==> src/rtl/cru_pkg.sv <==
package cru_pkg;
  localparam int WORD_W = 32;
  localparam int PC_W   = 20;
  localparam int GAP_W  = WORD_W - PC_W - 2;

  typedef enum logic [3:0] {
    OP_IDLE      = 4'd0,
    OP_CALL_RF   = 4'd1,
    OP_CALL_STKD = 4'd2,
    OP_CALL_HUBD = 4'd3,
    OP_CALL_STK  = 4'd4,
    OP_CALL_HUB  = 4'd5,
    OP_CALL_PTR  = 4'd6,
    OP_RETURN    = 4'd7,
    OP_RET_PFX   = 4'd8,
    OP_POP_RF    = 4'd9
  } cru_op_e;

  typedef struct packed {
    logic              push;
    logic              pop;
    logic              pa_copy;
    logic              ptra_inc;
    logic              ptr_we;
    logic              rf_we;
    logic              hub_we;
    logic              pc_load;
    logic [PC_W-1:0]   target;
    logic              c_we;
    logic              c_val;
    logic              z_we;
    logic              z_val;
    logic [WORD_W-1:0] word;
  } cru_act_t;

  function automatic logic [WORD_W-1:0] pack_ret(input logic c, input logic z,
                                                 input logic [PC_W-1:0] addr);
    return {c, z, {GAP_W{1'b0}}, addr};
  endfunction
endpackage

==> src/rtl/cru_retstack.sv <==
module cru_retstack #(
  parameter int DEPTH = 8,
  parameter int W     = 32
) (
  input  logic         clk,
  input  logic         rst,
  input  logic         push,
  input  logic         pop,
  input  logic [W-1:0] push_data,
  output logic [W-1:0] top_data
);
  localparam int IW = (DEPTH > 1) ? $clog2(DEPTH) : 1;
  localparam int CW = $clog2(DEPTH + 1);
  localparam logic [CW-1:0] FULL = CW'(DEPTH);
  localparam logic [IW-1:0] ONE  = IW'(1);

  logic [W-1:0]  mem [DEPTH];
  logic [IW-1:0] wp;
  logic [CW-1:0] cnt;

  // storage without reset so it can map onto RAM; writing over the oldest
  // slot when full follows from the circular index
  always_ff @(posedge clk) begin
    if (push) mem[wp] <= push_data;
  end

  always_ff @(posedge clk) begin
    if (rst) begin
      wp  <= '0;
      cnt <= '0;
    end else if (push) begin
      wp <= wp + ONE;
      if (cnt != FULL) cnt <= cnt + 1'b1;
    end else if (pop && cnt != '0) begin
      wp  <= wp - ONE;
      cnt <= cnt - 1'b1;
    end
  end

  assign top_data = (cnt == '0) ? '0 : mem[wp - ONE];

  AST_PUSH_GROWS: assert property (@(posedge clk) disable iff (rst)
    (push && !pop && cnt < FULL) |=> (cnt == CW'($past(cnt) + 1'b1)));
endmodule

==> src/rtl/cru_ptrfile.sv <==
module cru_ptrfile #(
  parameter int W        = 32,
  parameter int PTR_STEP = 4,
  parameter int NPTR     = 4
) (
  input  logic                  clk,
  input  logic                  rst,
  input  logic                  wr_en,
  input  logic [1:0]            wr_sel,
  input  logic [W-1:0]          wr_data,
  input  logic                  pa_load,
  input  logic [W-1:0]          pa_data,
  input  logic                  ptra_inc,
  output logic [NPTR-1:0][W-1:0] ptr_q
);
  localparam int IDX_PA   = 0;
  localparam int IDX_PTRA = 2;

  for (genvar g = 0; g < NPTR; g++) begin : g_ptr
    logic [W-1:0] q;
    always_ff @(posedge clk) begin
      if (rst)                               q <= '0;
      else if (wr_en && wr_sel == 2'(g))     q <= wr_data;
      else if (g == IDX_PA && pa_load)       q <= pa_data;
      else if (g == IDX_PTRA && ptra_inc)    q <= q + W'(PTR_STEP);
    end
    assign ptr_q[g] = q;
  end
endmodule

==> src/rtl/cru_decode.sv <==
module cru_decode
  import cru_pkg::*;
(
  input  logic              valid,
  input  logic [3:0]        op,
  input  logic [PC_W-1:0]   cur_pc,
  input  logic [PC_W-1:0]   imm_addr,
  input  logic              imm_rel,
  input  logic              wr_c,
  input  logic              wr_z,
  input  logic [WORD_W-1:0] d_val,
  input  logic [WORD_W-1:0] s_val,
  input  logic              flag_c,
  input  logic              flag_z,
  input  logic [WORD_W-1:0] pop_word,
  output cru_act_t          act
);
  logic [PC_W-1:0]   ret_addr;
  logic [PC_W-1:0]   imm_tgt;
  logic [WORD_W-1:0] ret_word;

  assign ret_addr = cur_pc + 1'b1;
  assign imm_tgt  = imm_rel ? (ret_addr + imm_addr) : imm_addr;
  assign ret_word = pack_ret(flag_c, flag_z, ret_addr);

  always_comb begin
    act = '0;
    act.word = ret_word;
    if (valid) begin
      unique case (cru_op_e'(op))
        OP_CALL_RF: begin
          act.rf_we   = 1'b1;
          act.pc_load = 1'b1;
          act.target  = s_val[PC_W-1:0];
          act.c_we    = wr_c;
          act.c_val   = s_val[WORD_W-1];
          act.z_we    = wr_z;
          act.z_val   = s_val[WORD_W-2];
        end
        OP_CALL_STKD: begin
          act.push    = 1'b1;
          act.pa_copy = 1'b1;
          act.pc_load = 1'b1;
          act.target  = s_val[PC_W-1:0];
        end
        OP_CALL_HUBD: begin
          act.hub_we   = 1'b1;
          act.ptra_inc = 1'b1;
          act.pc_load  = 1'b1;
          act.target   = d_val[PC_W-1:0];
          act.c_we     = wr_c;
          act.c_val    = d_val[WORD_W-1];
          act.z_we     = wr_z;
          act.z_val    = d_val[WORD_W-2];
        end
        OP_CALL_STK: begin
          act.push    = 1'b1;
          act.pc_load = 1'b1;
          act.target  = imm_tgt;
        end
        OP_CALL_HUB: begin
          act.hub_we   = 1'b1;
          act.ptra_inc = 1'b1;
          act.pc_load  = 1'b1;
          act.target   = imm_tgt;
        end
        OP_CALL_PTR: begin
          act.ptr_we  = 1'b1;
          act.pc_load = 1'b1;
          act.target  = imm_tgt;
        end
        OP_RETURN, OP_RET_PFX: begin
          act.pop     = 1'b1;
          act.pc_load = 1'b1;
          act.target  = pop_word[PC_W-1:0];
          act.c_we    = wr_c && (cru_op_e'(op) == OP_RETURN);
          act.c_val   = pop_word[WORD_W-1];
          act.z_we    = wr_z && (cru_op_e'(op) == OP_RETURN);
          act.z_val   = pop_word[WORD_W-2];
        end
        OP_POP_RF: begin
          act.pop   = 1'b1;
          act.rf_we = 1'b1;
          act.word  = pop_word;
          act.c_we  = wr_c;
          act.c_val = pop_word[WORD_W-1];
          act.z_we  = wr_z;
          act.z_val = pop_word[WORD_W-2];
        end
        default: act.word = ret_word;
      endcase
    end
  end
endmodule

==> src/rtl/call_return_unit.sv <==
module call_return_unit
  import cru_pkg::*;
#(
  parameter int RF_AW       = 9,
  parameter int HUB_AW      = 20,
  parameter int STACK_DEPTH = 8,
  parameter int PTR_STEP    = 4
) (
  input  logic              clk,
  input  logic              rst,
  input  logic              cmd_valid,
  input  logic [3:0]        cmd_op,
  input  logic [19:0]       cur_pc,
  input  logic [19:0]       imm_addr,
  input  logic              imm_rel,
  input  logic [1:0]        ptr_sel,
  input  logic              wr_c,
  input  logic              wr_z,
  input  logic [RF_AW-1:0]  d_addr,
  input  logic [31:0]       d_val,
  input  logic [31:0]       s_val,
  input  logic              flag_c,
  input  logic              flag_z,
  output logic              pc_load,
  output logic [19:0]       pc_next,
  output logic              c_we,
  output logic              c_next,
  output logic              z_we,
  output logic              z_next,
  output logic              rf_we,
  output logic [RF_AW-1:0]  rf_addr,
  output logic [31:0]       rf_data,
  output logic              hub_we,
  output logic [HUB_AW-1:0] hub_addr,
  output logic [31:0]       hub_data,
  output logic [31:0]       pa_q,
  output logic [31:0]       pb_q,
  output logic [31:0]       ptra_q,
  output logic [31:0]       ptrb_q
);
  localparam int NPTR = 4;

  cru_act_t                      act;
  logic [WORD_W-1:0]             top_word;
  logic [NPTR-1:0][WORD_W-1:0]   ptrs;

  cru_decode u_dec (
    .valid    (cmd_valid),
    .op       (cmd_op),
    .cur_pc   (cur_pc),
    .imm_addr (imm_addr),
    .imm_rel  (imm_rel),
    .wr_c     (wr_c),
    .wr_z     (wr_z),
    .d_val    (d_val),
    .s_val    (s_val),
    .flag_c   (flag_c),
    .flag_z   (flag_z),
    .pop_word (top_word),
    .act      (act)
  );

  cru_retstack #(.DEPTH(STACK_DEPTH), .W(WORD_W)) u_stack (
    .clk       (clk),
    .rst       (rst),
    .push      (act.push),
    .pop       (act.pop),
    .push_data (act.word),
    .top_data  (top_word)
  );

  cru_ptrfile #(.W(WORD_W), .PTR_STEP(PTR_STEP), .NPTR(NPTR)) u_ptrs (
    .clk      (clk),
    .rst      (rst),
    .wr_en    (act.ptr_we),
    .wr_sel   (ptr_sel),
    .wr_data  (act.word),
    .pa_load  (act.pa_copy),
    .pa_data  (d_val),
    .ptra_inc (act.ptra_inc),
    .ptr_q    (ptrs)
  );

  assign pa_q   = ptrs[0];
  assign pb_q   = ptrs[1];
  assign ptra_q = ptrs[2];
  assign ptrb_q = ptrs[3];

  always_ff @(posedge clk) begin
    if (rst) begin
      pc_load <= 1'b0;
      c_we    <= 1'b0;
      z_we    <= 1'b0;
      rf_we   <= 1'b0;
      hub_we  <= 1'b0;
    end else begin
      pc_load <= act.pc_load;
      c_we    <= act.c_we;
      z_we    <= act.z_we;
      rf_we   <= act.rf_we;
      hub_we  <= act.hub_we;
    end
  end

  always_ff @(posedge clk) begin
    if (rst) begin
      pc_next  <= '0;
      c_next   <= 1'b0;
      z_next   <= 1'b0;
      rf_addr  <= '0;
      rf_data  <= '0;
      hub_addr <= '0;
      hub_data <= '0;
    end else begin
      pc_next  <= act.target;
      c_next   <= act.c_val;
      z_next   <= act.z_val;
      rf_addr  <= d_addr;
      rf_data  <= act.word;
      hub_addr <= ptrs[2][HUB_AW-1:0];
      hub_data <= act.word;
    end
  end

  AST_GAP_ZERO_HUB: assert property (@(posedge clk) disable iff (rst)
    hub_we |-> (hub_data[29:20] == 10'd0));
  AST_GAP_ZERO_RF: assert property (@(posedge clk) disable iff (rst)
    rf_we |-> (rf_data[29:20] == 10'd0));
  AST_HUB_PTR_STEP: assert property (@(posedge clk) disable iff (rst)
    hub_we |-> (ptra_q[HUB_AW-1:0] == HUB_AW'(hub_addr + HUB_AW'(PTR_STEP))));
  AST_PREFIX_NO_FLAGS: assert property (@(posedge clk) disable iff (rst)
    $past(cmd_valid && cmd_op == 4'd8) |-> (!c_we && !z_we));
  AST_FLAG_NEEDS_ENABLE: assert property (@(posedge clk) disable iff (rst)
    (c_we |-> $past(wr_c)) and (z_we |-> $past(wr_z)));
  AST_IDLE_QUIET: assert property (@(posedge clk) disable iff (rst)
    !$past(cmd_valid) |-> !(pc_load || rf_we || hub_we || c_we || z_we));
endmodule

==> config.mk <==
export PLATFORM = sky130hd
export DESIGN_NAME = call_return_unit
export DESIGN_NICKNAME = d
export VERILOG_FILES = /design/src/rtl/cru_pkg.sv /design/src/rtl/cru_retstack.sv /design/src/rtl/cru_ptrfile.sv /design/src/rtl/cru_decode.sv /design/src/rtl/call_return_unit.sv
export SDC_FILE = /design/constraint.sdc
export NUM_CORES = 1
export LEC_CHECK = 0
export ABC_AREA = 1
export BUFFER_PORTS_ARGS = -buffer_cell sky130_fd_sc_hd__buf_2
export CAP_MARGIN = 40
export CORE_MARGIN = 4
export CORE_UTILIZATION = 61
export DETAILED_ROUTE_END_ITERATION = 8
export GPL_ROUTABILITY_DRIVEN = 0
export PLACE_DENSITY_LB_ADDON = 0.12
export RECOVER_POWER = 25
export SETUP_SLACK_MARGIN = 0.4
export SLEW_MARGIN = 30
export SYNTH_ARGS = -nofsm -noshare
export SYNTH_HDL_FRONTEND = slang
export SYNTH_SLANG_ARGS = --single-unit
==> constraint.sdc <==
create_clock -name clk -period 10.27 [get_ports clk]
set_input_delay 2.054 -clock clk [delete_from_list [all_inputs] [get_ports clk]]
set_output_delay 2.054 -clock clk [all_outputs]
set_load 0.02 [all_outputs]
* Word level (Yosys, flattened, before mapping)
Memory sizes are Yosys's and may differ from the RTL's.
Cells that the tools add are included.
** Cells by class
- Add/subtract/negate cells :: 7
- Eq/ne operators :: 14
- Muxes and demuxes :: 23
- Bitwise gates (word level) :: 1
- Reduce and logical (&&, ||, !) cells :: 22
** Operators with widths (number)
- $mux W32 :: 6
- $pmux W21 S4 :: 1
- $mux W64 :: 1
- $add A32 B3 Y32 const B :: 1
- $add A20 B1 Y20 const B :: 1
- $add A20 B20 Y20 :: 1
- $mux W20 :: 1
- $eq A4 B3 Y1 const B :: 4
- $pmux W4 S4 :: 1
- $mux W4 :: 3
- $reduce_or A2 Y1 :: 6
- $eq A4 B2 Y1 const B :: 2
- $eq A4 B4 Y1 const B :: 2
- $mux W1 :: 8
- $logic_and A1 B1 Y1 :: 7
- $mux W3 :: 2
- $reduce_bool A2 Y1 :: 3
- $reduce_or A3 Y1 :: 2
- $add A4 B1 Y4 const B :: 1
- $eq A2 B2 Y1 const B :: 2
- $eq A4 B1 Y1 const B :: 1
- $logic_not A4 Y1 :: 1
- $ne A4 B4 Y1 const B :: 1
- $reduce_bool A4 Y1 :: 1
- other kinds (8) :: 8
** Word-level totals
- Bits in registers :: 223
- Memory bits (writable) :: 256
- Input port bits :: 127
- Output and inout port bits :: 248
- Logic and storage cells :: 85
- Memories :: 1
** Memories
- u_stack.mem :: depth 8, bits a word 32, rd ports 1, clocked after Yosys merged registers in 0, write ports 1, RTL line cru_retstack.sv:17 : logic [W-1:0] mem [DEPTH];

* Longest topological paths before layout
- Depth in word-level cells :: 8
- Gate-level depth with buffers :: 20
- Gate-level depth less buffers :: 20

* By module
A second synthesis with hierarchy kept.
** Unflattened totals
- Cells, all modules :: 2600
- Area, all modules :: 22091.2 um^2
** Modules (own cells, without submodules)
- cru_retstack :: instances 1, cells an instance 915, area an instance 10737.8 um^2, seq. area each 7827.5 um^2
- cru_ptrfile :: instances 1, cells an instance 817, area an instance 5758.0 um^2, seq. area each 2562.5 um^2
- cru_decode :: instances 1, cells an instance 562, area an instance 2857.7 um^2, seq. area each 0.0 um^2
- call_return_unit :: instances 1, cells an instance 306, area an instance 2737.6 um^2, seq. area each 1761.7 um^2

* Least setup slack after synthesis
No wires, ideal clock.
- Kind :: in2reg
- Start point :: in cmd_op[2]
- End point :: mem u_stack.mem[2][0] (enable)
- Setup time :: 0.461 ns
- Arrival time :: 4.993 ns
- Data required time :: 9.809 ns
- Setup slack :: 4.816 ns
- Cell stages on the path :: 5
- Buffers on the path :: 0
- Cell sequence :: nor2_2 > nand3_1 > nand2_1 > nand2_1 > nor3_1
** Between the ends
- Cells in the longest elaborated chain, start to end :: 6
- Elaborated cells between the ends (all ways) :: 7
- Those cells by class :: eq/ne (2); mux (4); reduce/logical (1)
** RTL lines
- from (decl) :: RTL line call_return_unit.sv:12 : input logic [3:0] cmd_op,
- $eq A4 B3 Y1 or $eq A4 B2 Y1 (tied branches) :: RTL line cru_decode.sv:30 : unique case (cru_op_e'(op))
- $reduce_or A2 Y1 (no line) *
- $mux W1 * :: RTL line cru_decode.sv:30
- $mux W64 * :: RTL line cru_decode.sv:29 : if (valid) begin
- $mux W1 * :: RTL line cru_retstack.sv:24 : if (push) mem[wp] <= push_data;
- $mux W1 (not written as such) * :: RTL line cru_retstack.sv:24
- to (decl) :: RTL line cru_retstack.sv:17
Every way passes the cells marked *; elsewhere a longest branch is shown, timed or not.

==> key figures <==
Status
  – Status: finished with violations
  – Failing checks: capacitance limit, slew limit

Floorplan
  – Top Ports: 375
  – Die Y: 194 µm
  – Initial Util: 62.6%
  – Row cnt: 67
  – Die Area: 37800 µm²
  – Area of the core: 33900 µm²
  – Die width: 194 µm

Synth
  – Flops & latches, synth: 479
  – Warnings, synthesis: 0
  – Syn Nets: 2486
  – Area leader, netlist: edfxtp_1
  – Synthesized cell area: 21200 µm²
  – Largest family of logic cells by synthesized area: simple AND/OR/NAND/NOR gates
  – Synth Area in Adders: under 10%
  – Mean Syn Cell Area: 9.09 µm²
  – Post-synthesis simple-gate area fraction: a little under a fifth
  – Main synth FF type: edfxtp_1
  – Post-synthesis mux area share: 0%
  – Post-synth EDFFs: roughly 260
  – Compound-Gate Fraction of Synth Area: 13.5%
  – Number of library cell types mapped by synthesis: between 50 and 60
  – Top cell type's share of synthesized area: 36.3%
  – Synth Area in XOR/XNOR: ~1.3%
  – Ys async rst share: 0%
  – Ranking of synthesized cells by area: edfxtp_1 36%, dfxtp_1 21%, nor2_1 7.2%
  – Post-synthesis sequential area ratio: 57.4%
  – Synth Instances: 2332

STA
  – Worst Max-Slew Pin Slew: ~3.3 ns
  – Post-route clock period utilization: between 60% and 70%
  – Skew final: 0.0227 ns
  – Fin. max-slew vios: 173
  – RSZ-0062 raised after global routing: false
  – Setup TNS Final: 0 ns
  – # setup viols final: 0
  – Slew HR: -123%
  – Fin crit period: 6.86 ns
  – Final Hold Vio Count: 0
  – Worst hold slack: 0.436 ns
  – Fmax: 0.146 GHz

Worst setup path
  – CP Class: in2reg
  – Worst setup EP type: register
  – Maximum fanout along the worst path: 60
  – Critical path data arrival time: 7.32 ns
  – Critical Path Start Type: input pin
  – Critical-path top delay cell: clkbuf_1
  – Critical Path RT: approximately 11 ns
  – Critical path's largest stage delay: around 2.3 ns
  – CP most frequent cell: clkbuf_1
  – Cells along the critical path: clkbuf_1 -> clkbuf_1 -> nor2_2 -> a32oi_1 -> nand2_1

Global routing
  – Vias in the first global route: 17800
  – Largest net degree at the start of global routing: 91
  – GRT Util Overall: 34.4%
  – First-pass GRT wire length: 102 mm
  – Final global-route overflow total: 0
  – Antenna violations before repair: 8

Detailed routing
  – Via count: 18500
  – 1st-pass router iterations: 6
  – Average wire per standard cell: 21.5 µm
  – Number of remaining DRC errors: 0
  – Antenna Nets Post-Route: 0
  – Final WL: 67.4 mm
  – Vias per inst: 5.89
  – Starting DRT DRC Count: ~2400

Clocking
  – CTS H-tree depth: 2
  – CTS Buf Count: 48
  – Clk sinks: approximately 480
  – CTS Root Cell: clkbuf_16
  – Clk slew on worst S/H paths: 0.06 ns
  – Hold-fix buffers at CTS: 0
  – TritonCTS clock tree: yes
  – Worst-Skew Late Latency: 0.58 ns
  – Setup bufs post-CTS: 0
  – CTS Buffer Depth: 3
  – # resized after CTS: 0

Power and ir drop
  – Max VDD drop: approximately 0.13 mV
  – P_leak: 10.2 nW
  – Power per cell area: 175 nW/µm²
  – Total power: 4.32 mW

Run
  – Max-cap violations: 3

Layout
  – Commonest non-fill, non-tap cell in the layout: nor2_1
  – Area grow syn2layout: 16.3%
  – Most frequent cells in the layout: 398 x nor2_1, 326 x nand2_1, 256 x edfxtp_1, 241 x inv_1, 222 x dfxtp_1
  – Final std cells w/o fill: 3134
  – FILL cells: 2585
  – Share of cells above drive strength 1: 12.4%
  – Final net count: about 2800

Placement
  – Port-buffer cells: 364
  – DP HPWL: 45.7 mm
  – Placed Cells: 3030

Hold path
  – Hold Crit Class: reg2reg
## through the flow
stage / cell area (µm²) / setup WS, ns / util (%)
2_1_floorplan: 21200 / 4.82 / -
6_report: 24600 / 3.41 / 72.7
5_1_grt: 24600 / 3.18 / 72.7
4_1_cts: 24800 / 5.68 / 73.2
3_5_place_dp: 23200 / 5.09 / 68.4
3_3_place_gp: 23000 / 5.21 / 67.9
## layer usage
metal	track usage (%)	vias to the layer above	share of wire (%)
met2	53.9	1215	46
met3	8.05	201	12
met4	16.1	2	5.2
li1	-	8427	-
met5	0	-	0.019
met1	45.7	8610	37
## power breakdown
group	switching (mW)	internal [mW]
clock network	0.749	1.05
logic	0.339	0.132
registers	0.0163	2.04
## cell families after synthesis
| kind of cell | after synthesis |
|---|---|
| fa+ha+maj | 27 |
| flops | 479 |
| xor+xnor | 30 |
| simple gates | 919 |
| compound gates | 482 |
| buf+inv | 395 |
## cell usage after synthesis, types with 6 or more instances
cell and n:
o211ai_1 76, ha_1 25, o21bai_1 20, inv_1 242, edfxtp_1 256, xnor2_1 11
dfxtp_1 223, buf_2 41, o22ai_1 30, buf_4 45, nor3_1 22, o21ai_0 220
inv_2 9, a31oi_1 6, xor2_1 18, a21oi_1 75, o221ai_1 16, nor2_1 404
nand3_1 99, and3_1 10, nand4_1 24, nand2_1 326, o21ai_1 15, clkbuf_1 51
## flip-flops by register name, indices dropped and copies added (netlist names), 3 cells and up
name,cells
hub_addr,20
hub_data,32
pc_next,20
rf_addr,9
u_ptrs.g_ptr.q,128
u_stack.cnt,4
u_stack.mem,256
u_stack.wp,3
## worst paths after layout
kind / start / end / slack (ns) / depth (start not counted)
worst max-delay path: rst / u_ptrs.g_ptr[2].q[3] / 3.41 / 5
worst min-delay path: u_ptrs.g_ptr[1].q[24] / u_ptrs.g_ptr[1].q[24] / 0.44 / 2
worst max register to register: u_stack.wp[0] / u_stack.mem[4][5] / 6.24 / 10
worst min register to register: u_ptrs.g_ptr[1].q[24] / u_ptrs.g_ptr[1].q[24] / 0.44 / 2
## layout make-up
cell class,instances,area [µm²],area share (%)
sequential,479,12200,49.3
multi-input combinational,1458,7380,30.0
timing repair buffer,400,1930,7.85
clock buffer,70,1390,5.64
inverter,252,948,3.85
tap,448,561,2.28
clock inverter,20,244,0.991
antenna,7,17.5,0.0711
## critical path, delay by kind of cell
kind                   cells  cell delay, ns
AOI/OAI and AO/OA          1            0.36
buffers and inverters      2            4.21
and+or+nand+nor            2            0.66
(Power assumes the default switching activity.)
